File: src/rtl/cal_pkg.sv
package cal_pkg;
  localparam int FIELD_W    = 8;
  localparam int NUM_FIELDS = 7;
  localparam int DIGIT_W    = FIELD_W / 2;

  // field indices, ordered by carry chain
  localparam int F_SEC   = 0;
  localparam int F_MIN   = 1;
  localparam int F_HOUR  = 2;
  localparam int F_DOW   = 3;
  localparam int F_DATE  = 4;
  localparam int F_MONTH = 5;
  localparam int F_YEAR  = 6;

  typedef logic [FIELD_W-1:0] bcd_t;

  function automatic bcd_t bcd_inc(input bcd_t v);
    bcd_t r;
    if (v[DIGIT_W-1:0] >= DIGIT_W'(9)) begin
      r[DIGIT_W-1:0]       = '0;
      r[FIELD_W-1:DIGIT_W] = v[FIELD_W-1:DIGIT_W] + DIGIT_W'(1);
    end else begin
      r[DIGIT_W-1:0]       = v[DIGIT_W-1:0] + DIGIT_W'(1);
      r[FIELD_W-1:DIGIT_W] = v[FIELD_W-1:DIGIT_W];
    end
    return r;
  endfunction

  function automatic bcd_t field_low(input int idx);
    case (idx)
      F_DOW, F_DATE, F_MONTH: return bcd_t'(8'h01);
      default:                return bcd_t'(8'h00);
    endcase
  endfunction

  function automatic bcd_t field_fixed_limit(input int idx);
    case (idx)
      F_SEC, F_MIN: return bcd_t'(8'h59);
      F_HOUR:       return bcd_t'(8'h23);
      F_DOW:        return bcd_t'(8'h07);
      F_MONTH:      return bcd_t'(8'h12);
      F_YEAR:       return bcd_t'(8'h99);
      default:      return bcd_t'(8'h31);
    endcase
  endfunction
endpackage

File: src/rtl/cal_leap_year.sv
module cal_leap_year
  import cal_pkg::*;
(
  input  bcd_t year_i,
  output logic leap_o
);
  logic [DIGIT_W-1:0] tens, ones;
  assign tens = year_i[FIELD_W-1:DIGIT_W];
  assign ones = year_i[DIGIT_W-1:0];

  // (10*t + o) mod 4 == (2*t + o) mod 4
  always_comb begin
    if (tens[0])
      leap_o = (ones == DIGIT_W'(2)) || (ones == DIGIT_W'(6));
    else
      leap_o = (ones == DIGIT_W'(0)) || (ones == DIGIT_W'(4)) || (ones == DIGIT_W'(8));
  end
endmodule

File: src/rtl/cal_month_len.sv
module cal_month_len
  import cal_pkg::*;
(
  input  bcd_t month_i,
  input  bcd_t year_i,
  output bcd_t last_date_o
);
  logic leap;

  cal_leap_year u_leap (
    .year_i (year_i),
    .leap_o (leap)
  );

  always_comb begin
    case (month_i)
      8'h02:                      last_date_o = leap ? bcd_t'(8'h29) : bcd_t'(8'h28);
      8'h04, 8'h06, 8'h09, 8'h11: last_date_o = bcd_t'(8'h30);
      default:                    last_date_o = bcd_t'(8'h31);
    endcase
  end
endmodule

File: src/rtl/cal_bcd_field.sv
module cal_bcd_field
  import cal_pkg::*;
#(
  parameter bcd_t LOW_VAL = 8'h00,
  parameter bcd_t RST_VAL = 8'h00
) (
  input  logic clk_i,
  input  logic rst_ni,
  input  logic load_i,
  input  bcd_t load_val_i,
  input  logic step_i,
  input  bcd_t limit_i,
  output bcd_t val_o,
  output logic carry_o
);
  bcd_t val_q;
  logic at_limit;

  // >= so that an out-of-range load recovers at the next step
  assign at_limit = (val_q >= limit_i);
  assign carry_o  = step_i && at_limit;
  assign val_o    = val_q;

  always_ff @(posedge clk_i or negedge rst_ni) begin
    if (!rst_ni)      val_q <= RST_VAL;
    else if (load_i)  val_q <= load_val_i;
    else if (step_i)  val_q <= at_limit ? LOW_VAL : bcd_inc(val_q);
  end
endmodule

File: src/rtl/bcd_cal_counter.sv
module bcd_cal_counter
  import cal_pkg::*;
(
  input  logic       clk_i,
  input  logic       rst_ni,
  input  logic       tick_i,
  input  logic       stop_i,
  input  logic       load_i,
  input  logic [7:0] ld_sec_i,
  input  logic [7:0] ld_min_i,
  input  logic [7:0] ld_hour_i,
  input  logic [7:0] ld_dow_i,
  input  logic [7:0] ld_date_i,
  input  logic [7:0] ld_month_i,
  input  logic [7:0] ld_year_i,
  output logic [7:0] sec_o,
  output logic [7:0] min_o,
  output logic [7:0] hour_o,
  output logic [7:0] dow_o,
  output logic [7:0] date_o,
  output logic [7:0] month_o,
  output logic [7:0] year_o
);
  bcd_t ld_val [NUM_FIELDS];
  bcd_t cur    [NUM_FIELDS];
  bcd_t limit  [NUM_FIELDS];
  logic step   [NUM_FIELDS];
  logic carry  [NUM_FIELDS];
  logic advance;
  bcd_t last_date;

  assign ld_val[F_SEC]   = ld_sec_i;
  assign ld_val[F_MIN]   = ld_min_i;
  assign ld_val[F_HOUR]  = ld_hour_i;
  assign ld_val[F_DOW]   = ld_dow_i;
  assign ld_val[F_DATE]  = ld_date_i;
  assign ld_val[F_MONTH] = ld_month_i;
  assign ld_val[F_YEAR]  = ld_year_i;

  // load outranks tick and stop
  assign advance = tick_i && !stop_i && !load_i;

  // carry chain; day of week and date share the midnight carry
  assign step[F_SEC]   = advance;
  assign step[F_MIN]   = carry[F_SEC];
  assign step[F_HOUR]  = carry[F_MIN];
  assign step[F_DOW]   = carry[F_HOUR];
  assign step[F_DATE]  = carry[F_HOUR];
  assign step[F_MONTH] = carry[F_DATE];
  assign step[F_YEAR]  = carry[F_MONTH];

  cal_month_len u_mlen (
    .month_i     (cur[F_MONTH]),
    .year_i      (cur[F_YEAR]),
    .last_date_o (last_date)
  );

  for (genvar i = 0; i < NUM_FIELDS; i++) begin : g_field
    if (i == F_DATE) begin : g_dyn
      assign limit[i] = last_date;
    end else begin : g_fix
      assign limit[i] = field_fixed_limit(i);
    end

    cal_bcd_field #(
      .LOW_VAL (field_low(i)),
      .RST_VAL (field_low(i))
    ) u_field (
      .clk_i      (clk_i),
      .rst_ni     (rst_ni),
      .load_i     (load_i),
      .load_val_i (ld_val[i]),
      .step_i     (step[i]),
      .limit_i    (limit[i]),
      .val_o      (cur[i]),
      .carry_o    (carry[i])
    );
  end

  assign sec_o   = cur[F_SEC];
  assign min_o   = cur[F_MIN];
  assign hour_o  = cur[F_HOUR];
  assign dow_o   = cur[F_DOW];
  assign date_o  = cur[F_DATE];
  assign month_o = cur[F_MONTH];
  assign year_o  = cur[F_YEAR];
endmodule

File: config.mk
export PLATFORM = sky130hd
export DESIGN_NAME = bcd_cal_counter
export DESIGN_NICKNAME = d
export VERILOG_FILES = /design/src/rtl/cal_pkg.sv /design/src/rtl/cal_leap_year.sv /design/src/rtl/cal_month_len.sv /design/src/rtl/cal_bcd_field.sv /design/src/rtl/bcd_cal_counter.sv
export SDC_FILE = /design/constraint.sdc
export NUM_CORES = 1
export LEC_CHECK = 0
export ABC_AREA = 1
export BUFFER_PORTS_ARGS = -buffer_cell sky130_fd_sc_hd__clkbuf_2
export CAP_MARGIN = 25
export CORE_ASPECT_RATIO = 1.1
export CORE_UTILIZATION = 25
export CTS_CLUSTER_SIZE = 24
export DETAILED_ROUTE_END_ITERATION = 10
export MAX_ROUTING_LAYER = met4
export SYNTH_ARGS = -nofsm -noshare
export SYNTH_HDL_FRONTEND = slang
export SYNTH_HIERARCHICAL = 1
export SYNTH_SLANG_ARGS = --single-unit
File: constraint.sdc
create_clock -name clk_i -period 2.8 [get_ports clk_i]
set_clock_uncertainty 0.15 [all_clocks]
set_input_delay 0.14 -clock clk_i [delete_from_list [all_inputs] [get_ports clk_i]]
set_output_delay 0.14 -clock clk_i [all_outputs]
set_load 0.03 [all_outputs]
After elaboration in Yosys (flattened, before gate mapping)
Cells that the tools add are included.
- bits of input ports: 61
- word-level logic and storage cells: 116
- flip-flop bits (word level): 56
- add/subtract/negate cells: 14
- mux-type cells: 31
- magnitude comparators: 14
- reduce and logical (&&, ||, !) cells: 34
- equal/unequal tests: 9
- operators by type and width (operator ; count):
    8-bit 2-to-1 mux ; 28
    4-bit by 1-bit adder with 4-bit output, second input constant ; 14
    4-bit >= comparator, second input constant ; 7
    3-bit nonzero test ; 7
    8-bit by 3-bit equality test with 1-bit output, second input constant ; 2
    8-bit by 7-bit >= comparator with 1-bit output, second input constant ; 2
    8-bit one-hot mux with 2 select lines ; 1
    2-bit AND reduction ; 7
    2-bit nonzero test ; 6
    4-bit by 3-bit equality test with 1-bit output, second input constant ; 2
    8-bit by 2-bit equality test with 1-bit output, second input constant ; 1
    8-bit by 4-bit equality test with 1-bit output, second input constant ; 1
    8-bit by 5-bit equality test with 1-bit output, second input constant ; 1
    8-bit by 3-bit >= comparator with 1-bit output, second input constant ; 1
    8-bit by 5-bit >= comparator with 1-bit output, second input constant ; 1
    8-bit by 6-bit >= comparator with 1-bit output, second input constant ; 1
    8-bit >= comparator ; 1
    8-bit >= comparator, second input constant ; 1
    1-bit logical AND ; 7
    4-bit by 2-bit equality test with 1-bit output, second input constant ; 1
    4-bit equality test, second input constant ; 1
    4-bit zero test ; 1
    4-bit OR reduction ; 1
    1-bit logical OR ; 3
    other kinds (2) ; 4

Depth between registers and ports, before layout
Gate-level depths: netlist (run 1).
- word-level depth: 11
- mapped depth: 24
- gate-level depth less buffers: 24

Modules after synthesis
The synthesis (run 1) kept the hierarchy.
- modules (own cells, without submodules) (module ; area each (µm²) ; instances ; cells an instance):
    cal_bcd_field at g_field[0].u_field ... ; 813.3 ; 4 ; 111
    cal_bcd_field at g_field[3].u_field ... ; 789.5 ; 3 ; 112
    cal_month_len ; 167.7 ; 1 ; 37
    cal_leap_year ; 40.0 ; 1 ; 9
    bcd_cal_counter ; 21.3 ; 1 ; 5

Least setup slack after synthesis (run 1)
No wires, ideal clock.
- path kind: register to register
- start: register g_field[0].u_field.val_q[0]
- end: register g_field[6].u_field.val_q[4]
- period minus slack after synthesis: 2816 ps
- data arrival time: 2549 ps
- stages on the path, launching flop included: 22
- slack: -16 ps
- library setup time: 118 ps
- cells stage by stage: dfrtp_1 inv_1 ha_1 nand2_1 nor2_1 nand2_1 nand3_1 nand2_1 inv_1 nand2_1 inv_1 nand2_1 inv_1 nand2_1 inv_1 nand2_1 inv_1 nor2_8 inv_1 o21ai_4 nand2_1 nand2_1
- RTL lines (item ; line ; source):
    from (decl) ; cal_bcd_field.sv:16 ; bcd_t val_q;
    from (signal assigned) ; cal_bcd_field.sv:26 ; else if (load_i) val_q <= load_val_i;
    from (signal assigned) ; cal_bcd_field.sv:27 ; else if (step_i) val_q <= at_limit ? LOW_VAL : bcd_inc(val_q);
    to (signal assigned) ; cal_bcd_field.sv:26 ;
    to (signal assigned) ; cal_bcd_field.sv:27 ;
    to (decl) ; cal_bcd_field.sv:16 ;

==> run_results.csv, run 1 <==
group,metric,value,unit
route,drtPass1Iterations,4,
die,initial_core_util,25.5,%
global_routing,grt_max_degree,68,
pwr,swShare,47.9,%
timing,finalHoldViolCount,0,
critical_path,cp-start-kind,"flop",
final_layout,final_cell_count_no_fill,1362,
global_routing,antenna_found_initial,0,
final_layout,drive_gt1_share,20.6,%
pwr,finalPower,4.07,mW
clock_tree,clk_pin_slew,90,ps
place,post-place-ws,128,ps
timing,max_freq,398,MHz
pwr,p_per_area,524,nW/µm²
timing,slew_viol_final,0,
die,io_pins,117,
run_status,status,"complete, no violations",
timing,hold_slack,10.7,ps
route,drcViolationCount,0,
pwr,seqPwrFrac,30.1,%
die,coreArea,22900,µm²
route,wire_per_inst,11.1,µm
place,dpl_cell_area,7060,µm²
clock_tree,cts_root_buf,"clkbuf_16",
place,gp_congestion,0.829,
route,vias_per_cell,4.21,
final_layout,largest_register_ffs,56,
clock_tree,cts_tree,"yes",
critical_path,path_max_fanout,8,
route,detail-route-antenna-nets,0,
final_layout,finalInstanceArea,7770,µm²
final_layout,nets,1206,
clock_tree,cts_max_path_buffers,2,
timing,setup_viol,0,
place,place_inst,1297,
die,fp.dieH,162,µm
critical_path,path_class,"flop to flop",
pwr,p_clk_share,16.9,%
clock_tree,clkSinkCount,56,
yosys,ys_warn_count,6,
clock_tree,htreeDepth,2,
yosys,syn_avg_cell_area,7.06,µm²
global_routing,grt_pass1_wl,25.6,mm
final_layout,nFillCells,2490,
place,portBuffers,116,
pwr,p_switching,1.95,mW
global_routing,grt_pass1_vias,5428,
global_routing,grt_usage,13.5,%
timing,rsz0062_at_grt,"yes",
final_layout,finish.utilization,34.0,%
final_layout,areaGrowthSynthToFinish,33.4,%
pwr,peakVddDrop,248,µV
timing,layout_worst_path_cycle_share,89.8,%
clock_tree,cts_buffers,5,
route,vias,5736,
yosys,syn_inst,825,
die,dieArea,23900,µm²
final_layout,antenna_cells,0,
pwr,combPwrFrac,53.0,%
pwr,p_int,2.12,mW
timing,post-route-min-period,2510,ps
pwr,leakage,4.23,nW
clock_tree,clock_latency,310,ps
critical_path,worstPathRequired,2900,ps
critical_path,arrival,2610,ps
timing,timing.final.ws_setup,287,ps
flow_run,drv_cap,0,
route,wirelength,15.2,mm
critical_path,end_kind,"flop",
die,die_w,148,µm
route,drtIter0Drc,208,
yosys,synthesis.area,5830,µm²
die,rows,58,
place,dp_hpwl,11.4,mm
timing,tns,0,ps
hold_path,hp-class,"input pin to flop",
global_routing,grt_overflow,0,
==> routing by layer <==
| metal | share of wire (%) | vias to the layer above | GRT usage, % | wire, µm |
|---|---|---|---|---|
| met5 | 0 | - | - | 0 |
| met4 | 0.78 | 0 | 2.58 | 118 |
| met3 | 4.1 | 7 | 2.70 | 623 |
| met2 | 49 | 94 | 23.2 | 7420 |
| met1 | 46 | 2576 | 16.4 | 7000 |
| li1 | - | 3059 | - | - |
==> critical path: stages (launching register included) <==
cell and delay, ps:
dfrtp_1 430, ha_1 310, nand2_1 80, inv_1 40, nand2_1 50, nand2_1 40
nand2_1 110, nand3_1 80, nand2_1 60, inv_1 40, nand2_1 50, inv_1 40
nand2_1 100, inv_1 90, nor2_2 340, inv_1 150, o21ai_2 120, nand2_1 70
nand2_1 70
==> path summary, 6_finish.rpt <==
path                                              from                           to  slack (ps)  cells past startpoint
max                        g_field[0].u_field/val_o[3]  g_field[3].u_field/val_o[5]         290                     18
min                                       ld_year_i[7]  g_field[6].u_field/val_o[7]          10                      5
max reg2reg                g_field[0].u_field/val_o[3]  g_field[3].u_field/val_o[5]         290                     18
min reg2reg                g_field[3].u_field/val_o[0]  g_field[3].u_field/val_o[0]         380                      2
max in group asynchronous                       rst_ni  g_field[3].u_field/val_o[0]        1960                      3
min in group asynchronous                       rst_ni  g_field[5].u_field/val_o[3]         210                      3
==> cells in the final DEF, fill, tap and decap left out, drive strengths merged, types with 18 or more instances in the layout <==
| cell | instances |
|---|---|
| a21oi | 18 |
| a22oi | 25 |
| buf | 26 |
| clkbuf | 119 |
| conb | 53 |
| dfrtp | 53 |
| dlygate4sd3 | 52 |
| ha | 84 |
| inv | 132 |
| nand2 | 279 |
| nand3 | 32 |
| nor2 | 92 |
| o21ai | 48 |
==> layout make-up <==
type | count | area, µm² | share of cell area, %
clock buffer | 5 | 125 | 1.61
clock inverter | 3 | 23.8 | 0.306
inverter | 132 | 495 | 6.38
multi-input combinational | 674 | 4040 | 51.9
sequential | 56 | 1410 | 18.1
tap | 300 | 375 | 4.83
timing repair buffer | 192 | 1310 | 16.8
==> timing repair <==
| item | in CTS | in global routing |
|---|---|---|
| gates resized for setup | 0 | 3 |
| endpoints found under the setup margin | 0 | 9 |
| hold buffers | 52 | 0 |
| buffers inserted | 0 | 5 |
| hold endpoints to repair | 107 | 0 |
==> power by group through the flow <==
stage                     clock (mW)  combinational (mW)  sequential (mW)
final                          0.687                2.16             1.22
after detailed placement           0                2.09             1.25
after floorplan                    0                1.15             1.55
after global placement             0                2.05             1.25
after CTS                      0.732                2.15             1.24
after global routing           0.752                2.46             1.26
Power figures use the tool's default switching activity.
==> run 2: changes to the inputs <==
--- a/config.mk
+++ b/config.mk
@@ -8,9 +8,8 @@
 export ABC_AREA = 1
 export BUFFER_PORTS_ARGS = -buffer_cell sky130_fd_sc_hd__clkbuf_2
 export CAP_MARGIN = 25
-export CORE_ASPECT_RATIO = 1.1
+export CORE_ASPECT_RATIO = 0.6
 export CORE_UTILIZATION = 25
-export CTS_CLUSTER_SIZE = 24
 export DETAILED_ROUTE_END_ITERATION = 10
 export MAX_ROUTING_LAYER = met4
 export SYNTH_ARGS = -nofsm -noshare
==> constraint.sdc (replaced) <==
create_clock -name clk_i -period 2.45 [get_ports clk_i]
set_clock_uncertainty 0.15 [all_clocks]
set_input_delay 0.1225 -clock clk_i [delete_from_list [all_inputs] [get_ports clk_i]]
set_output_delay 0.1225 -clock clk_i [all_outputs]
set_load 0.03 [all_outputs]
==> run_results.csv, run 2 (synthesis results as in run 1) <==
group,metric,value,unit
flow_run,drv_cap,0,
route,detail-route-antenna-nets,0,
critical_path,path_max_fanout,8,
hold_path,hp-class,"input pin to flop",
timing,timing.final.ws_setup,22.3,ps
pwr,p_int,2.73,mW
final_layout,largest_register_ffs,56,
critical_path,worst-path-buf-inv,4,
timing,worstMarginPinSlew,558,ps
clock_tree,clock_latency,300,ps
critical_path,cp_cell_sequence,"nand2_1 -> nor2_1 -> nand2_1 -> nand2_1 -> nor2_1 -> ha_1 -> inv_1 -> nand2_1 -> nand2_1 -> nand2_1 -> nand2_1 -> nand2_1 -> nand3_1 -> nand2_1 -> inv_2 -> nand2_2 -> inv_2 -> nor2_8 -> buf_6 -> o31ai_4",
critical_path,end_kind,"flop",
timing,post-route-min-period,2430,ps
timing,slew_viol_final,0,
critical_path,slowest_delay,560,ps
global_routing,grt_pass1_vias,5425,
timing,max_slew_margin,62.8,%
global_routing,grt_max_degree,68,
route,drtPass1Iterations,5,
critical_path,cp_top_family,"simple AND/OR/NAND/NOR gates",
pwr,finalPower,5.04,mW
final_layout,finish.utilization,36.3,%
global_routing,grt_overflow,0,
clock_tree,clkSinkCount,56,
critical_path,rrSetupSlack,20,ps
critical_path,crit_cells,20,
pwr,combPwrFrac,55.6,%
pwr,p_clk_share,18.0,%
final_layout,final_common_cell,"nand2_1",
clock_tree,cts_root_buf,"clkbuf_16",
run_status,violations,"negative hold slack",
route,wire_per_inst,11.6,µm
pwr,p_per_area,619,nW/µm²
critical_path,r2r_end,"g_field[6].u_field/val_o[3]",
pwr,swShare,45.8,%
final_layout,final_cell_count_no_fill,1395,
timing,hold_slack,-4.63,ps
timing,rsz0062_at_grt,"yes",
critical_path,cp-start-kind,"flop",
critical_path,worstPathRequired,2510,ps
route,wirelength,16.1,mm
route,vias_per_cell,4.19,
clock_tree,cts_tree,"yes",
critical_path,path_class,"flop to flop",
global_routing,grt_usage,14.4,%
clock_tree,cts_buffers,5,
critical_path,r2r_cells,20,
critical_path,arrival,2490,ps
die,initial_core_util,26.0,%
final_layout,finalInstanceArea,8140,µm²
die,io_pins,117,
clock_tree,htreeDepth,2,
critical_path,crit_end,"g_field[6].u_field/val_o[3]",
pwr,seqPwrFrac,26.4,%
clock_tree,cts_max_path_buffers,2,
run_status,status,"complete, but fails checks",
global_routing,grt_pass1_wl,26.9,mm
die,rows,42,
route,vias,5851,
final_layout,areaGrowthSynthToFinish,39.8,%
place,dpl_cell_area,7390,µm²
route,drcViolationCount,0,
pwr,peakVddDrop,327,µV
place,dp_hpwl,12.9,mm
die,die_w,199,µm
critical_path,regToRegStartpoint,"g_field[5].u_field/val_o[0]",
die,dieArea,23900,µm²
final_layout,nets,1231,
die,coreArea,22400,µm²
final_layout,drive_gt1_share,26.8,%
global_routing,antenna_found_initial,0,
critical_path,cp_common_cell,"nand2_1",
timing,setup_viol,0,
pwr,p_switching,2.31,mW
timing,finalHoldViolCount,1,
final_layout,antenna_cells,0,
final_layout,final_cell_mix,"268 x nand2_1, 118 x inv_1, 114 x clkbuf_2",
clock_tree,clk_pin_slew,80,ps
timing,max_freq,412,MHz
critical_path,crit_slowest_cell,"dfstp_2",
die,fp.dieH,120,µm
timing,layout_worst_path_cycle_share,99.1,%
place,portBuffers,116,
route,drtIter0Drc,307,
place,post-place-ws,-153,ps
pwr,leakage,4.39,nW
place,place_inst,1343,
place,gp_congestion,0.850,
critical_path,startpoint,"g_field[5].u_field/val_o[0]",
## run 2: changes by cell type in the layout (fill, tap and decap cells not counted), moves of 7 or more
cell	before	now
buf_4	23	57
dlygate4sd3_1	52	41
dfrtp_1	52	44
dfrtp_2	1	9
inv_1	126	118
inv_2	6	13
nand2_1	275	268
## run 2: tightest hold or removal path, cell delays in order
cell      delay [ps]
clkbuf_2          90
nand2_1           40
o21ai_0           60
nand2_1           50
nand2_1           50
## run 2: worst min-delay path by stage
stage / cells after the start / slack, ps / from / endpoint
6_report: 5 / -5 / ld_date_i[7] / g_field[4].u_field/val_o[7]
5_1_grt: 5 / 8 / ld_date_i[7] / g_field[4].u_field/val_o[7]
4_1_cts: 5 / 2 / ld_dow_i[6] / g_field[3].u_field/val_o[6]
3_5_place_dp: 1 / 2 / rst_ni / g_field[2].u_field/val_o[5]
3_3_place_gp: 1 / 0.8 / rst_ni / g_field[2].u_field/val_o[5]
2_1_floorplan: 0 / -320 / rst_ni / g_field[0].u_field/val_o[0]
## run 2: timing repair
item / in CTS / in global routing
hold endpoints to repair: 59 / 1
gates resized for setup: 18 / 17
pin swaps: 6 / 9
hold buffers: 40 / 1
endpoints found under the setup margin: 21 / 31
buffers inserted: 1 / 2
## run 2: power groups by stage
stage               clock, mW  sequential [mW]  combinational (mW)
floorplan                   0             1.78                1.33
global placement            0             1.34                2.65
detailed placement          0             1.34                2.67
CTS                     0.938             1.33                2.78
global route            0.976             1.36                3.16
finish                  0.908             1.33                2.80
## run 2: area by class of cell
cell class	count	area, µm²
clock buffer	7	153
tap	308	385
clock inverter	1	30.0
timing repair buffer	217	1480
sequential	56	1420
multi-input combinational	674	4190
fill	2402	14300
inverter	132	498
## run 2: layer usage
metal	share of wire, %	routed length [µm]	track usage [%]	up-vias
met5	0	0	-	-
met2	39	6280	20.6	153
met3	5.4	871	2.09	2
met1	56	8960	21.9	2585
met4	0.18	29	1.15	0
li1	-	-	-	3111
## run 2: stage by stage
| step | hold WS, ps | setup TNS [ps] |
|---|---|---|
| final | -4.63 | 0 |
| after global placement | 0.751 | -806 |
| after global routing | 7.79 | -2750 |
| after detailed placement | 1.84 | -1130 |
| after floorplan | -323 | 0 |
| after CTS | 2.15 | 0 |
==> run 3: changes to the inputs <==
--- a/config.mk
+++ b/config.mk
@@ -12,6 +12,7 @@
 export CORE_UTILIZATION = 25
 export DETAILED_ROUTE_END_ITERATION = 10
 export MAX_ROUTING_LAYER = met4
+export PLACE_DENSITY = 0.51
 export SYNTH_ARGS = -nofsm -noshare
 export SYNTH_HDL_FRONTEND = slang
 export SYNTH_HIERARCHICAL = 1
==> run_results.csv, run 3 (synthesis results as in run 1) <==
group,metric,value,unit
run_status,status,"complete, but fails checks",
run_status,violations,"negative hold slack, negative setup slack",
critical_path,arrival,2490,ps
place,post-place-ws,36.5,ps
hold_path,hp-class,"input pin to flop",
route,wire_per_inst,11.8,µm
global_routing,antenna_found_initial,1,
timing,slew_viol_final,0,
final_layout,final_cell_mix,"271 x nand2_1, 118 x inv_1, 115 x clkbuf_2",
critical_path,path_class,"flop to flop",
timing,finalHoldViolCount,1,
die,coreArea,22400,µm²
place,portBuffers,116,
clock_tree,cts_max_path_buffers,2,
global_routing,grt_usage,14.7,%
hold_path,min_path_cells,5,
clock_tree,htreeDepth,2,
final_layout,largest_register_ffs,56,
hold_path,hp-start,"ld_date_i[5]",
final_layout,drive_gt1_share,26.0,%
route,detail-route-antenna-nets,0,
timing,layout_worst_path_cycle_share,100,%
final_layout,areaGrowthSynthToFinish,38.4,%
global_routing,grt_pass1_vias,5294,
global_routing,grt_overflow,0,
die,dieArea,23900,µm²
final_layout,finish.utilization,35.9,%
critical_path,end_kind,"flop",
final_layout,nets,1230,
timing,rsz0062_at_grt,"yes",
route,drtPass1Iterations,4,
timing,timing.final.ws_setup,-11.8,ps
place,place_inst,1341,
die,initial_core_util,26.0,%
final_layout,final_common_cell,"nand2_1",
critical_path,rrSetupSlack,-10,ps
route,vias,5759,
pwr,peakVddDrop,260,µV
hold_path,holdPathEnd,"g_field[4].u_field/val_o[5]",
critical_path,path_max_fanout,8,
die,io_pins,117,
route,drtIter0Drc,346,
clock_tree,clk_pin_slew,80,ps
timing,hold_slack,-0.344,ps
pwr,leakage,4.36,nW
clock_tree,cts_root_buf,"clkbuf_16",
timing,post-route-min-period,2460,ps
clock_tree,cts_buffers,5,
route,vias_per_cell,4.13,
die,die_w,199,µm
critical_path,cp-start-kind,"flop",
die,fp.dieH,120,µm
clock_tree,cts_tree,"yes",
global_routing,grt_pass1_wl,27.2,mm
clock_tree,clkSinkCount,56,
critical_path,startpoint,"g_field[5].u_field/val_o[0]",
route,wirelength,16.4,mm
critical_path,regToRegStartpoint,"g_field[5].u_field/val_o[0]",
timing,max_freq,406,MHz
die,rows,42,
final_layout,finalInstanceArea,8060,µm²
pwr,p_per_area,613,nW/µm²
critical_path,worstPathRequired,2480,ps
place,gp_congestion,0.817,
clock_tree,clock_latency,300,ps
flow_run,drv_cap,0,
global_routing,grt_max_degree,68,
place,dpl_cell_area,7380,µm²
route,drcViolationCount,0,
final_layout,final_cell_count_no_fill,1395,
timing,setup_viol,1,
place,dp_hpwl,12.9,mm
critical_path,r2r_cells,17,
critical_path,r2r_end,"g_field[6].u_field/val_o[3]",
## run 3: changes by cell type in the layout (fill, tap and decap cells not counted), sizes merged
cell and change:
dlygate4sd3 +1, clkinv +1, buf -3, diode +1
## run 3: worst max-delay path, stage by stage (launching register included)
cell	delay, ps
dfstp_2	590
nand2_1	80
nor2_1	110
nand2_1	60
nand2_1	80
nor2_2	50
ha_1	260
nand2_1	50
nor2_1	100
nand2_1	70
nand3_1	70
nand2_1	60
inv_2	80
nand2_2	70
inv_4	70
nor2_8	60
a22oi_2	220
o31ai_4	100
## run 3: final cells by class
type	count	area, µm²
diodes	1	2.50
clock buffers	6	129
clock inverters	2	35.0
fillers	2407	14400
inverters	132	500
multi-input cells	674	4130
flip-flops and latches	56	1420
well taps	308	385
repair buffers	216	1470
## run 3: worst max path at each step
| stage | end | slack, ps | cells past startpoint |
|---|---|---|---|
| final | g_field[6].u_field/val_o[3] | -10 | 17 |
| after global routing | g_field[6].u_field/val_o[3] | -200 | 18 |
| after CTS | g_field[5].u_field/val_o[6] | 5 | 18 |
| after detailed placement | g_field[6].u_field/val_o[3] | 40 | 17 |
| after global placement | g_field[5].u_field/val_o[6] | 50 | 20 |
| after floorplan | g_field[5].u_field/val_o[4] | 3 | 20 |
## run 3: power by group
part | switching, mW | internal (mW)
sequential | 0.224 | 1.12
combinational | 1.71 | 1.05
clock | 0.359 | 0.483
## run 3: what timing repair did
action	CTS	global route
hold buffers	42	0
endpoints found under the hold margin	97	0
endpoints found under the setup margin	0	34
resized for setup	0	26
buffers inserted	0	3
## run 3: per-stage QoR
step                      TNS (ps)  total power [mW]
after CTS                        0              4.95
after detailed placement         0              4.02
after floorplan                  0              3.11
after global placement           0              4.00
final                        -11.8              4.94
after global routing         -3520              5.41
## run 3: layer usage
layer	track usage [%]	up-vias	share of wire [%]
met1	22.6	2525	56
met5	-	-	0
li1	-	3107	-
met4	1.30	0	0.50
met3	2.73	6	4.6
met2	20.2	121	39
